**src/rtl/bmdma_pkg.sv**
```systemverilog
package bmdma_pkg;
  typedef enum logic [1:0] {
    SEL_CMD  = 2'd0,
    SEL_STAT = 2'd1,
    SEL_PTR  = 2'd2,
    SEL_NONE = 2'd3
  } reg_sel_e;

  localparam int CMD_GO_BIT  = 0;
  localparam int CMD_DIR_BIT = 3;

  localparam int ST_ACT  = 0;
  localparam int ST_ERR  = 1;
  localparam int ST_INT  = 2;
  localparam int ST_AUX0 = 3;
  localparam int ST_CAP0 = 5;

  localparam logic [2:0] ST_CLEAN  = 3'b100;
  localparam logic [7:0] FAIL_MARK = 8'h10;
endpackage

```
**src/rtl/bmdma_cmd_reg.sv**
```systemverilog
module bmdma_cmd_reg (
  input  logic clk_i,
  input  logic rst_ni,
  input  logic wr_en_i,
  input  logic go_bit_i,
  input  logic dir_bit_i,
  output logic run_o,
  output logic to_mem_o,
  output logic go_now_o,
  output logic halt_now_o,
  output logic go_o,
  output logic halt_o
);
  logic run_q, dir_q, go_q, halt_q;

  assign go_now_o   = wr_en_i & go_bit_i & ~run_q;
  assign halt_now_o = wr_en_i & ~go_bit_i & run_q;

  always_ff @(posedge clk_i or negedge rst_ni) begin
    if (!rst_ni) begin
      run_q  <= 1'b0;
      dir_q  <= 1'b0;
      go_q   <= 1'b0;
      halt_q <= 1'b0;
    end else begin
      go_q   <= go_now_o;
      halt_q <= halt_now_o;
      if (wr_en_i) begin
        run_q <= go_bit_i;
        dir_q <= dir_bit_i;
      end
    end
  end

  assign run_o    = run_q;
  assign to_mem_o = dir_q;
  assign go_o     = go_q;
  assign halt_o   = halt_q;
endmodule

```
**src/rtl/bmdma_stat_reg.sv**
```systemverilog
module bmdma_stat_reg #(
  parameter int N_DRV  = 2,
  parameter int AUX_W  = 2,
  localparam int STAT_W = 3 + AUX_W + N_DRV
) (
  input  logic              clk_i,
  input  logic              rst_ni,
  input  logic              wr_en_i,
  input  logic              clr_err_i,
  input  logic              clr_int_i,
  input  logic [N_DRV-1:0]  cap_wdata_i,
  input  logic              go_i,
  input  logic              eot_i,
  input  logic              err_i,
  input  logic              irq_i,
  input  logic [AUX_W-1:0]  aux_i,
  output logic [STAT_W-1:0] stat_o
);
  logic act_q, err_q, int_q;
  logic [N_DRV-1:0] cap_q;

  always_ff @(posedge clk_i or negedge rst_ni) begin
    if (!rst_ni) begin
      act_q <= 1'b0;
      err_q <= 1'b0;
      int_q <= 1'b0;
    end else begin
      // a new start outranks a finishing strobe
      if (go_i)               act_q <= 1'b1;
      else if (eot_i | err_i) act_q <= 1'b0;
      // event strobes outrank write-one-to-clear
      err_q <= (err_q & ~(wr_en_i & clr_err_i)) | err_i;
      int_q <= (int_q & ~(wr_en_i & clr_int_i)) | irq_i;
    end
  end

  for (genvar d = 0; d < N_DRV; d++) begin : g_cap
    always_ff @(posedge clk_i or negedge rst_ni) begin
      if (!rst_ni)      cap_q[d] <= 1'b0;
      else if (wr_en_i) cap_q[d] <= cap_wdata_i[d];
    end
  end

  assign stat_o = {cap_q, aux_i, int_q, err_q, act_q};
endmodule

```
**src/rtl/bmdma_ptr_reg.sv**
```systemverilog
module bmdma_ptr_reg #(
  parameter int PTR_W  = 32,
  parameter int ALIGN  = 2,
  localparam int LANES = PTR_W / 8
) (
  input  logic             clk_i,
  input  logic             rst_ni,
  input  logic             wr_en_i,
  input  logic [LANES-1:0] be_i,
  input  logic [PTR_W-1:0] wdata_i,
  output logic [PTR_W-1:0] ptr_o
);
  logic [PTR_W-1:0] ptr_q;

  for (genvar l = 0; l < LANES; l++) begin : g_lane
    always_ff @(posedge clk_i or negedge rst_ni) begin
      if (!rst_ni)                  ptr_q[l*8 +: 8] <= 8'h00;
      else if (wr_en_i && be_i[l])  ptr_q[l*8 +: 8] <= wdata_i[l*8 +: 8];
    end
  end

  assign ptr_o = {ptr_q[PTR_W-1:ALIGN], {ALIGN{1'b0}}};
endmodule

```
**src/rtl/bmdma_done_eval.sv**
```systemverilog
module bmdma_done_eval #(
  parameter int STAT_W = 7
) (
  input  logic              clk_i,
  input  logic              rst_ni,
  input  logic              halt_now_i,
  input  logic [STAT_W-1:0] stat_i,
  output logic              vld_o,
  output logic              ok_o,
  output logic [7:0]        code_o
);
  import bmdma_pkg::*;

  logic [7:0] stat_b;
  logic       clean;
  logic       vld_q, ok_q;
  logic [7:0] code_q;

  assign stat_b = {{(8-STAT_W){1'b0}}, stat_i};
  assign clean  = (stat_b[2:0] == ST_CLEAN);

  always_ff @(posedge clk_i or negedge rst_ni) begin
    if (!rst_ni) begin
      vld_q  <= 1'b0;
      ok_q   <= 1'b0;
      code_q <= 8'h00;
    end else begin
      vld_q <= halt_now_i;
      if (halt_now_i) begin
        ok_q   <= clean;
        code_q <= clean ? 8'h00 : (stat_b | FAIL_MARK);
      end
    end
  end

  assign vld_o  = vld_q;
  assign ok_o   = ok_q;
  assign code_o = code_q;
endmodule

```
**src/rtl/bmdma_regs.sv**
```systemverilog
module bmdma_regs #(
  parameter int ADDR_W = 2,
  parameter int N_DRV  = 2,
  parameter int AUX_W  = 2,
  localparam int DATA_W = 32,
  localparam int BE_W   = DATA_W / 8,
  localparam int STAT_W = 3 + AUX_W + N_DRV
) (
  input  logic              clk_i,
  input  logic              rst_ni,
  input  logic              reg_req_i,
  input  logic              reg_we_i,
  input  logic [ADDR_W-1:0] reg_addr_i,
  input  logic [BE_W-1:0]   reg_be_i,
  input  logic [DATA_W-1:0] reg_wdata_i,
  output logic [DATA_W-1:0] reg_rdata_o,
  output logic              eng_go_o,
  output logic              eng_halt_o,
  output logic              eng_run_o,
  output logic              eng_to_mem_o,
  output logic [DATA_W-1:0] desc_base_o,
  input  logic              eng_eot_i,
  input  logic              eng_err_i,
  input  logic              dev_irq_i,
  input  logic [AUX_W-1:0]  stat_aux_i,
  output logic              irq_o,
  output logic              rep_vld_o,
  output logic              rep_ok_o,
  output logic [7:0]        rep_code_o
);
  import bmdma_pkg::*;

  reg_sel_e          sel;
  logic              in_range;
  logic              wr, rd;
  logic              wr_cmd, wr_stat, wr_ptr;
  logic              go_now, halt_now;
  logic [STAT_W-1:0] stat_w;
  logic [DATA_W-1:0] rd_mux, rdata_q;

  assign in_range = ((reg_addr_i >> 2) == '0);
  assign sel      = reg_sel_e'(reg_addr_i[1:0]);
  assign wr       = reg_req_i & reg_we_i & in_range;
  assign rd       = reg_req_i & ~reg_we_i;

  assign wr_cmd  = wr & (sel == SEL_CMD)  & reg_be_i[0];
  assign wr_stat = wr & (sel == SEL_STAT) & reg_be_i[0];
  assign wr_ptr  = wr & (sel == SEL_PTR);

  bmdma_cmd_reg u_cmd (
    .clk_i      (clk_i),
    .rst_ni     (rst_ni),
    .wr_en_i    (wr_cmd),
    .go_bit_i   (reg_wdata_i[CMD_GO_BIT]),
    .dir_bit_i  (reg_wdata_i[CMD_DIR_BIT]),
    .run_o      (eng_run_o),
    .to_mem_o   (eng_to_mem_o),
    .go_now_o   (go_now),
    .halt_now_o (halt_now),
    .go_o       (eng_go_o),
    .halt_o     (eng_halt_o)
  );

  bmdma_stat_reg #(.N_DRV(N_DRV), .AUX_W(AUX_W)) u_stat (
    .clk_i       (clk_i),
    .rst_ni      (rst_ni),
    .wr_en_i     (wr_stat),
    .clr_err_i   (reg_wdata_i[ST_ERR]),
    .clr_int_i   (reg_wdata_i[ST_INT]),
    .cap_wdata_i (reg_wdata_i[ST_CAP0 +: N_DRV]),
    .go_i        (go_now),
    .eot_i       (eng_eot_i),
    .err_i       (eng_err_i),
    .irq_i       (dev_irq_i),
    .aux_i       (stat_aux_i),
    .stat_o      (stat_w)
  );

  bmdma_ptr_reg #(.PTR_W(DATA_W), .ALIGN(2)) u_ptr (
    .clk_i   (clk_i),
    .rst_ni  (rst_ni),
    .wr_en_i (wr_ptr),
    .be_i    (reg_be_i),
    .wdata_i (reg_wdata_i),
    .ptr_o   (desc_base_o)
  );

  bmdma_done_eval #(.STAT_W(STAT_W)) u_done (
    .clk_i      (clk_i),
    .rst_ni     (rst_ni),
    .halt_now_i (halt_now),
    .stat_i     (stat_w),
    .vld_o      (rep_vld_o),
    .ok_o       (rep_ok_o),
    .code_o     (rep_code_o)
  );

  always_comb begin
    rd_mux = '0;
    if (in_range) begin
      unique case (sel)
        SEL_CMD: begin
          rd_mux[CMD_GO_BIT]  = eng_run_o;
          rd_mux[CMD_DIR_BIT] = eng_to_mem_o;
        end
        SEL_STAT: rd_mux[STAT_W-1:0] = stat_w;
        SEL_PTR:  rd_mux = desc_base_o;
        default:  rd_mux = '0;
      endcase
    end
  end

  always_ff @(posedge clk_i or negedge rst_ni) begin
    if (!rst_ni)  rdata_q <= '0;
    else if (rd)  rdata_q <= rd_mux;
  end

  assign reg_rdata_o = rdata_q;
  assign irq_o       = stat_w[ST_INT];
endmodule

```
**config.mk**
```make
export PLATFORM = sky130hd
export DESIGN_NAME = bmdma_regs
export DESIGN_NICKNAME = d
export VERILOG_FILES = /design/src/rtl/bmdma_pkg.sv /design/src/rtl/bmdma_cmd_reg.sv /design/src/rtl/bmdma_stat_reg.sv /design/src/rtl/bmdma_ptr_reg.sv /design/src/rtl/bmdma_done_eval.sv /design/src/rtl/bmdma_regs.sv
export SDC_FILE = /design/constraint.sdc
export NUM_CORES = 1
export LEC_CHECK = 0
export BUFFER_PORTS_ARGS = -buffer_cell sky130_fd_sc_hd__buf_2
export CORE_UTILIZATION = 52
export DETAILED_ROUTE_END_ITERATION = 12
export PLACE_DENSITY = 0.9
export SYNTH_ARGS = -nofsm -noshare
export SYNTH_HDL_FRONTEND = slang
export SYNTH_SLANG_ARGS = --single-unit
export TNS_END_PERCENT = 10
```
**constraint.sdc**
```tcl
create_clock -name clk_i -period 2.4 [get_ports clk_i]
set_input_delay 0.24 -clock clk_i [delete_from_list [all_inputs] [get_ports clk_i]]
set_output_delay 0.24 -clock clk_i [all_outputs]
set_load 0.02 [all_outputs]
```
; Yosys cells after proc, flatten, opt, wreduce, memory -nomap -nowiden
; Index checks and enable logic that the tools add are counted.
; Widths: inputs -> output; s select.
[word_totals]
ramBits = 0
rom_bits = 0
regBits = 82
wordCells = 56
inputBits = 47
mem_count = 0
latchBits = 0
out_inout_bits = 79
[classes]
n_shift = 0
n_mul = 0
div_mod_pow = 0
reduce_logical = 6
magnitude_cmp = 0
n_mux = 8
n_bitwise = 23
addsub = 0
n_eq_ne = 3
[op_table]
columns = op, count
row1 = $mux 25, 1
row2 = $and 1x1->1, 15
row3 = $mux 7, 1
row4 = $pmux 3 s2, 1
row5 = $not 1->1, 5
row6 = $logic_and 1x1->1, 4
row7 = $pmux 2 s2, 1
row8 = $eq 3x3->1 const B, 1
row9 = $or 1x1->1, 3
row10 = $pmux 1 s3, 1
row11 = $eq 2x1->1 const B, 1
row12 = $eq 2x2->1 const B, 1
row13 = $logic_not 2->1, 1
row14 = $mux 1, 2
row15 = $pmux 1 s2, 1
row16 = $reduce_bool 2->1, 1

; Longest topological paths before layout
; Gate-level depths: netlist of the first run.
[logic_depth]
word_depth = 7
ltp_mapped = 6
ltp_nobuf = 5

; Cells and area by module
; A second synthesis of the first run with hierarchy kept.
[hier_totals]
cells_unflattened = 266
area_unflattened_um2 = 3432.0
[modules_own_cells]
columns = mod, seq_area_each_um2, cells_each, n_inst, area_per_inst_um2
row1 = bmdma_regs, 800.8, 143, 1, 1562.7
row2 = bmdma_ptr_reg, 750.7, 67, 1, 1129.8
row3 = bmdma_done_eval, 225.2, 30, 1, 370.4
row4 = bmdma_stat_reg, 125.1, 18, 1, 226.5
row5 = bmdma_cmd_reg, 100.1, 8, 1, 142.6

; Worst setup path after synthesis of the first run
; OpenSTA, ideal clock, no wires.
[synth_timing]
path_type = input to register
startpoint = in reg_addr_i[0]
endpoint = reg u_done.code_q[0] (netlist: u_done.code_o[0])
path_stages = 6
path_slack_ns = 1.012
path_buffers = 1
t_arrival_ns = 1.263
t_required_ns = 2.275
setup_time_ns = 0.125
path_cell_list = inv_1 > ha_1 > nand4_2 > nor3b_2 > buf_6 > mux2_4
[synth_via]
elab_chain_len = 5
[synth_lines]
columns = element, line_no
row1 = "start, declared", bmdma_regs.sv:13  ; input logic [ADDR_W-1:0] reg_addr_i,
row2 = $logic_not 2->1, bmdma_regs.sv:46  ; assign wr_cmd = wr & (sel == SEL_CMD) & reg_be_i[0];
row3 = $and 1x1->1 (2 in series), bmdma_regs.sv:46
row4 = $and 1x1->1 (2 in series), bmdma_cmd_reg.sv:17  ; assign halt_now_o = wr_en_i & ~go_bit_i & run_q;
row5 = named net halt_now, bmdma_regs.sv:37  ; logic go_now, halt_now;
row6 = "end signal, assigned", bmdma_done_eval.sv:31  ; code_q <= clean ? 8'h00 : (stat_b | FAIL_MARK);
row7 = "end, declared", bmdma_done_eval.sv:17  ; logic [7:0] code_q;
; The timed path passes the listed nets, and every way through them passes these cells.
; A chain may end at the register's enable or synchronous reset.

; Worst setup path in the final report of the first run
[layout_timing]
startpoint = reg u_stat.err_q
endpoint = reg u_done.code_q[4] (netlist: u_done.code_o[4])
[layout_via]
elab_chain_len = 2
[layout_lines]
columns = element, line_no
row1 = "start, declared", bmdma_stat_reg.sv:19  ; logic act_q, err_q, int_q;
row2 = "start signal, assigned", bmdma_stat_reg.sv:32  ; err_q <= (err_q & ~(wr_en_i & clr_err_i)) | err_i;
row3 = $eq 3x3->1, bmdma_done_eval.sv:20  ; assign clean = (stat_b[2:0] == ST_CLEAN);
row4 = $mux 7, bmdma_done_eval.sv:31
; No other way between the ends.

==> run metrics, run 1 <==
grt ovf 0; Tot GR Track Use between 20% and 30%; Vias 2,417; total CTS buffers 9; Post-CTS Setup Inserts 0; root buf cell clkbuf_8; Post-DP Area 0.003886 mm^2; Max Cap Viol 0; Main synth FF type dfrtp_1; startpoint types register; Synth Area in Adders 1.550%; I/O pin cnt 126; Synth Register Bits 79; Clock Tree Buf Depth 2; Crit Reg-Reg Endpoint u_done.code_o[4]; count leader, synth dfrtp_1; H-tree levels 3; Setup TNS 0 ns; antenna-violating nets left 0; Cell Rows 28; CTS Hold Buffers Added 0; synthesized area 0.003229 mm^2; ys async rst share 100.0%; WL/cell 14.62 um; Core ar. 0.005956 mm^2; Initial Util 54.22%; LEAKAGE roughly 2.2 nW; largest family of logic cells by synthesized area multiplexers; mux share of post-synthesis cell area 14.10%; Routed WL between 6 and 7 mm; Pre-Repair DR Iteration Count 7; critical path endpoint category register; post-route design area approximately 0.004 mm^2; Ys Warns 0; worst r2r path cells 2; Clock transition at path regs 0.08 ns; Fmax about 730 MHz; Area Growth Syn to Fin 26.81%; Rel. slew slack between 30% and 40%; Yosys cell types 29; fin util 68.76%; RSZ-0062 raised after global routing false; DRC violations left 0; R2R setup slack 1.03 ns; nets@finish 445; top cells by area, synth dfrtp_1 (61%), mux2_2 (10%), nand2_1 (8.0%), o21ai_0 (5.0%), ha_1 (1.5%); IO Port Bufs 122; via count of the first global-routing pass 2,253; Worst-Skew Late Latency 0.33 ns; Final Hold Viols 0; critical path arrival 1.59 ns; Worst Setup Path Type reg2reg; HP Class in2async; Final setup viols 0; Die Area ~0.0065 mm^2; largest net degree at the start of global routing 80; Synth top cells by count dfrtp_1 (79), nand2_1 (69), o21ai_0 (32), mux2_2 (30); number of synthesized flops with an enable pin 0; post-synthesis xor/xnor area fraction 0%; first-pass GRT wire length around 11 mm; layout cells sized above 1 between 40% and 50%; RD Place Congestion 0.8026; die height 80.81 um; skew final 0.009010 ns; status finished, final reports clean; worst hold slack 0.06755 ns; routed vias/inst between 5 and 6; Syn Area/Cell 11.83 um^2; Seq/Total Area, Yosys between 60% and 70%; CTS tree done; r2r startpoint u_stat.err_q; Max IR drop VDD 0.5390 mV; area share of the largest cell type after synthesis 61.22%; Post-Synth Simple-Gate Area 11.89%; chip width between 80 and 90 um; synthesized instance count 273; fin crit period 1.372 ns; Final Cycle Share between 50% and 60%; # resized after CTS 0; critical path fanouts, max 5; CTS Sinks 79; Synth area leader dfrtp_1; initial antenna violation count 0; dpl hpwl 5.036 mm; Max Slew Vio Count 0; initial DRC count 76; # diodes 0; Slew @ Worst Pin 0.9575 ns; Compound-Gate Fraction of Synth Area 7.361%; pwr dens 851.6 mW/mm^2; CP Data Required Time 2.62 ns
==> area by class of cell <==
| class | instances | area [um^2] |
|---|---|---|
| inverter | 7 | 26.28 |
| sequential | 79 | 1977 |
| tap | 75 | 93.84 |
| clock inverter | 3 | 40.04 |
| multi-input combinational | 172 | 1141 |
| fill | 450 | 1861 |
| timing repair buffer | 125 | 648.1 |
| clock buffer | 13 | 168.9 |
==> layer usage <==
layer	GRT usage, %	part of all wire, %	wire length (um)	up-vias
met3	3.820	4.3	300	12
met4	10.00	1.5	106	0
met5	0	0	0	-
met1	30.43	45	3151	1162
li1	-	-	-	1158
met2	35.29	49	3371	85
==> critical path: stages (launching register included) <==
cell,delay [ns]
dfrtp_1,0.43
or3b_2,0.56
mux2_4,0.29
==> registers in the layout, indices dropped and copies added, names as in the netlist, 2 cells and up <==
register	flops
u_done.code_o	7
u_ptr.ptr_o	30
reg_rdata_o	32
u_stat.stat_o	2
==> cell usage in the layout (no fill, tap or decap) <==
cell,instances
ha_1,4
o31ai_1,1
buf_2,121
a21o_1,3
mux2_2,30
mux2i_1,5
dfrtp_1,79
a222oi_1,1
nand3b_1,1
a22oi_1,5
nand4_1,1
and3_1,1
mux2_1,2
nor2_1,1
nand2b_2,1
clkinv_2,2
nand4_2,1
and4_1,1
conb_1,3
o21ai_0,32
clkbuf_8,12
buf_4,3
bufinv_16,1
inv_1,7
nor3b_2,1
nor3b_1,1
clkbuf_1,1
nand2_1,69
buf_12,1
nand2_4,4
or3b_2,1
mux2_4,3
==> cell families after synthesis <==
group                      Yosys count
muxes                               40
and+or+nand+nor                     83
other                                1
DFF                                 79
AOI/OAI and AO/OA                   42
adders and majority gates            4
buffers and inverters               24
==> metrics by stage <==
step           power (mW)  cells  worst slack (ns)
2_1_floorplan       2.164    275             1.012
3_3_place_gp        2.472    458            0.7575
3_5_place_dp        2.507    458            0.7184
4_1_cts             3.507    474             1.035
5_1_grt             3.658    474             1.001
6_report            3.487    474             1.028
==> report_power, final <==
| group | switching [mW] | internal [mW] |
|---|---|---|
| registers | 0.141 | 1.54 |
| clock network | 0.446 | 0.564 |
| logic | 0.490 | 0.310 |
==> how the worst max path moves through the flow <==
stage / start / endpoint / depth (start not counted)
2_1_floorplan: reg_addr_i[0] / u_done.code_o[0] / 6
3_3_place_gp: reg_addr_i[0] / u_ptr.ptr_o[23] / 6
3_5_place_dp: reg_addr_i[0] / u_ptr.ptr_o[28] / 6
4_1_cts: u_stat.err_q / u_done.code_o[4] / 2
5_1_grt: u_stat.err_q / u_done.code_o[4] / 2
6_report: u_stat.err_q / u_done.code_o[4] / 2
(Power assumes the default switching activity.)
==> run 2, diff against run 1 <==
CORE_UTILIZATION = 48   (was 52)
PLACE_DENSITY = 0.84   (was 0.9)
clock period = 1.3 ns   (was 2.4 ns; I/O delays follow)
==> run metrics, run 2 (synthesized netlist as in run 1, its figures left out) <==
status finished with violations; failing checks design-rule violations; HP Class in2reg; Worst-Skew Late Latency 0.34 ns (about the same); nets@finish 466 (+4.7%); RD Place Congestion 0.8255 (+2.9%); max reg flops 32 (unchanged); Initial Util 50.28% (-3.9 points); critical path endpoint category register; WL/cell 14.18 um (-3.0%); fillcell total 526 (+17%); layout cells sized above 1 47.49% (+2.1 points); Pre-Repair DR Iteration Count 8 (+1); Vias 2,461 (+1.8%); Final Hold Viols 0 (unchanged); fin util 66.67% (-2.1 points); initial antenna violation count 0 (unchanged); critical path fanouts, max 5 (unchanged); Area Growth Syn to Fin 32.58%; startpoint types register; Post-DP Area 0.004045 mm^2 (+4.1%); H-tree levels 3 (unchanged); first-pass GRT wire length 11.57 mm (+7.0%); leading cell type in the layout, fill and taps excluded buf_2; die height 84.03 um (+4.0%); CTS tree done; Clock Tree Buf Depth 2 (unchanged); I/O pin cnt 126 (unchanged); Setup TNS 0 ns (unchanged); Max Cap Viol 0 (unchanged); dpl hpwl 5.077 mm (+0.82%); pwr dens 1495 mW/mm^2 (+76%); chip width 84.03 um (+4.0%); Max Slew Vio Count 0 (unchanged); # resized after CTS 0 (unchanged); via count of the first global-routing pass 2,371 (+5.2%); DRC violations left 18 (+18); Core ar. 0.006422 mm^2 (+7.8%); largest net degree at the start of global routing 80 (unchanged); total CTS buffers 9 (unchanged); skew final 0.009101 ns (+0.00009071 ns); Worst Setup Path Type reg2reg; Fmax 845.3 MHz (+16%); post-route design area 0.004282 mm^2 (+4.6%); root buf cell clkbuf_8; most frequent cells in the layout buf_2 (121), dfrtp_1 (78), nand2_1 (69); critical path arrival 1.42 ns (-0.17 ns); RSZ-0062 raised after global routing false; Tot GR Track Use 21.29% (-1.1 points); worst hold slack 0.01769 ns (-0.04986 ns); routed vias/inst 4.962 (-2.7%); CTS Hold Buffers Added 4 (+4); grt ovf 0 (unchanged); initial DRC count 135 (+78%); CTS Sinks 79 (unchanged); Final setup viols 0 (unchanged); IO Port Bufs 122 (unchanged); LEAKAGE 2.263 nW (+4.9%); Final Cycle Share 91.00% (+34 points); # diodes 0 (unchanged); antenna-violating nets left 0 (unchanged); Max IR drop VDD 0.9761 mV (+81%); Clock transition at path regs 0.08 ns (about the same); Cell Rows 29 (+3.6%); CP Data Required Time 1.53 ns (-1.09 ns); Post-CTS Setup Inserts 0 (unchanged); fin crit period 1.183 ns (-0.1893 ns); Routed WL 7.031 mm (+1.5%); Die Area 0.007060 mm^2 (+8.1%)
==> run 2: cell count changes in the layout (fill, tap and decap cells not counted) <==
cell and change:
dfrtp_2 +1, buf_12 +2, or3b_2 -1, dlygate4sd3_1 +4
or3b_4 +1, clkbuf_8 -1, buf_4 +15, dfrtp_1 -1
clkbuf_1 -1, clkinv_2 +1
==> run 2: where the power goes <==
group	internal [mW]	switching [mW]
combinational	0.610	0.904
clock	0.972	0.815
sequential	2.84	0.264
total	4.42	1.98
==> run 2: routing by layer <==
metal,up-vias,global-route usage [%],share of wire (%)
met2,87,33.90,50
met3,10,3.759,4.8
li1,1195,-,-
met4,0,10.34,1.8
met1,1169,28.32,43
met5,-,0,0
==> run 2: final timing paths <==
check                      cells past startpoint  slack [ns]       startpoint               end
min in group asynchronous                      3        0.37           rst_ni  u_done.code_o[0]
hold reg to reg                                2        0.48  reg_rdata_o[19]   reg_rdata_o[19]
setup / recovery                               2        0.12     u_stat.err_q  u_done.code_o[4]
setup reg to reg                               2        0.12     u_stat.err_q  u_done.code_o[4]
max in group asynchronous                      3        0.59           rst_ni      u_stat.int_q
hold / removal                                 2        0.02  reg_wdata_i[28]   u_ptr.ptr_o[28]
==> run 2: metrics by stage <==
step           cells  worst slack, ns  total power [mW]
6_report         496           0.1170             6.401
5_1_grt          496          0.02644             6.723
4_1_cts          496          0.09235             6.456
3_5_place_dp     477          -0.2656             4.664
3_3_place_gp     477          -0.2145             4.603
2_1_floorplan    275          0.02200             3.995
==> run 2: area by class of cell <==
type	count	area, um^2	share of cell area, %
Multi-Input combinational cell	172	1144	26.71
Sequential cell	79	1978	46.20
Inverter	7	26.28	0.6137
Clock inverter	4	45.04	1.052
Clock buffer	11	151.4	3.536
Timing Repair Buffer	146	840.8	19.64
Tap cell	77	96.34	2.250
==> run 2: critical path, cell delays in order (launching register included) <==
cell and delay [ns]:
dfrtp_1 0.38, or3b_4 0.43, mux2_4 0.27
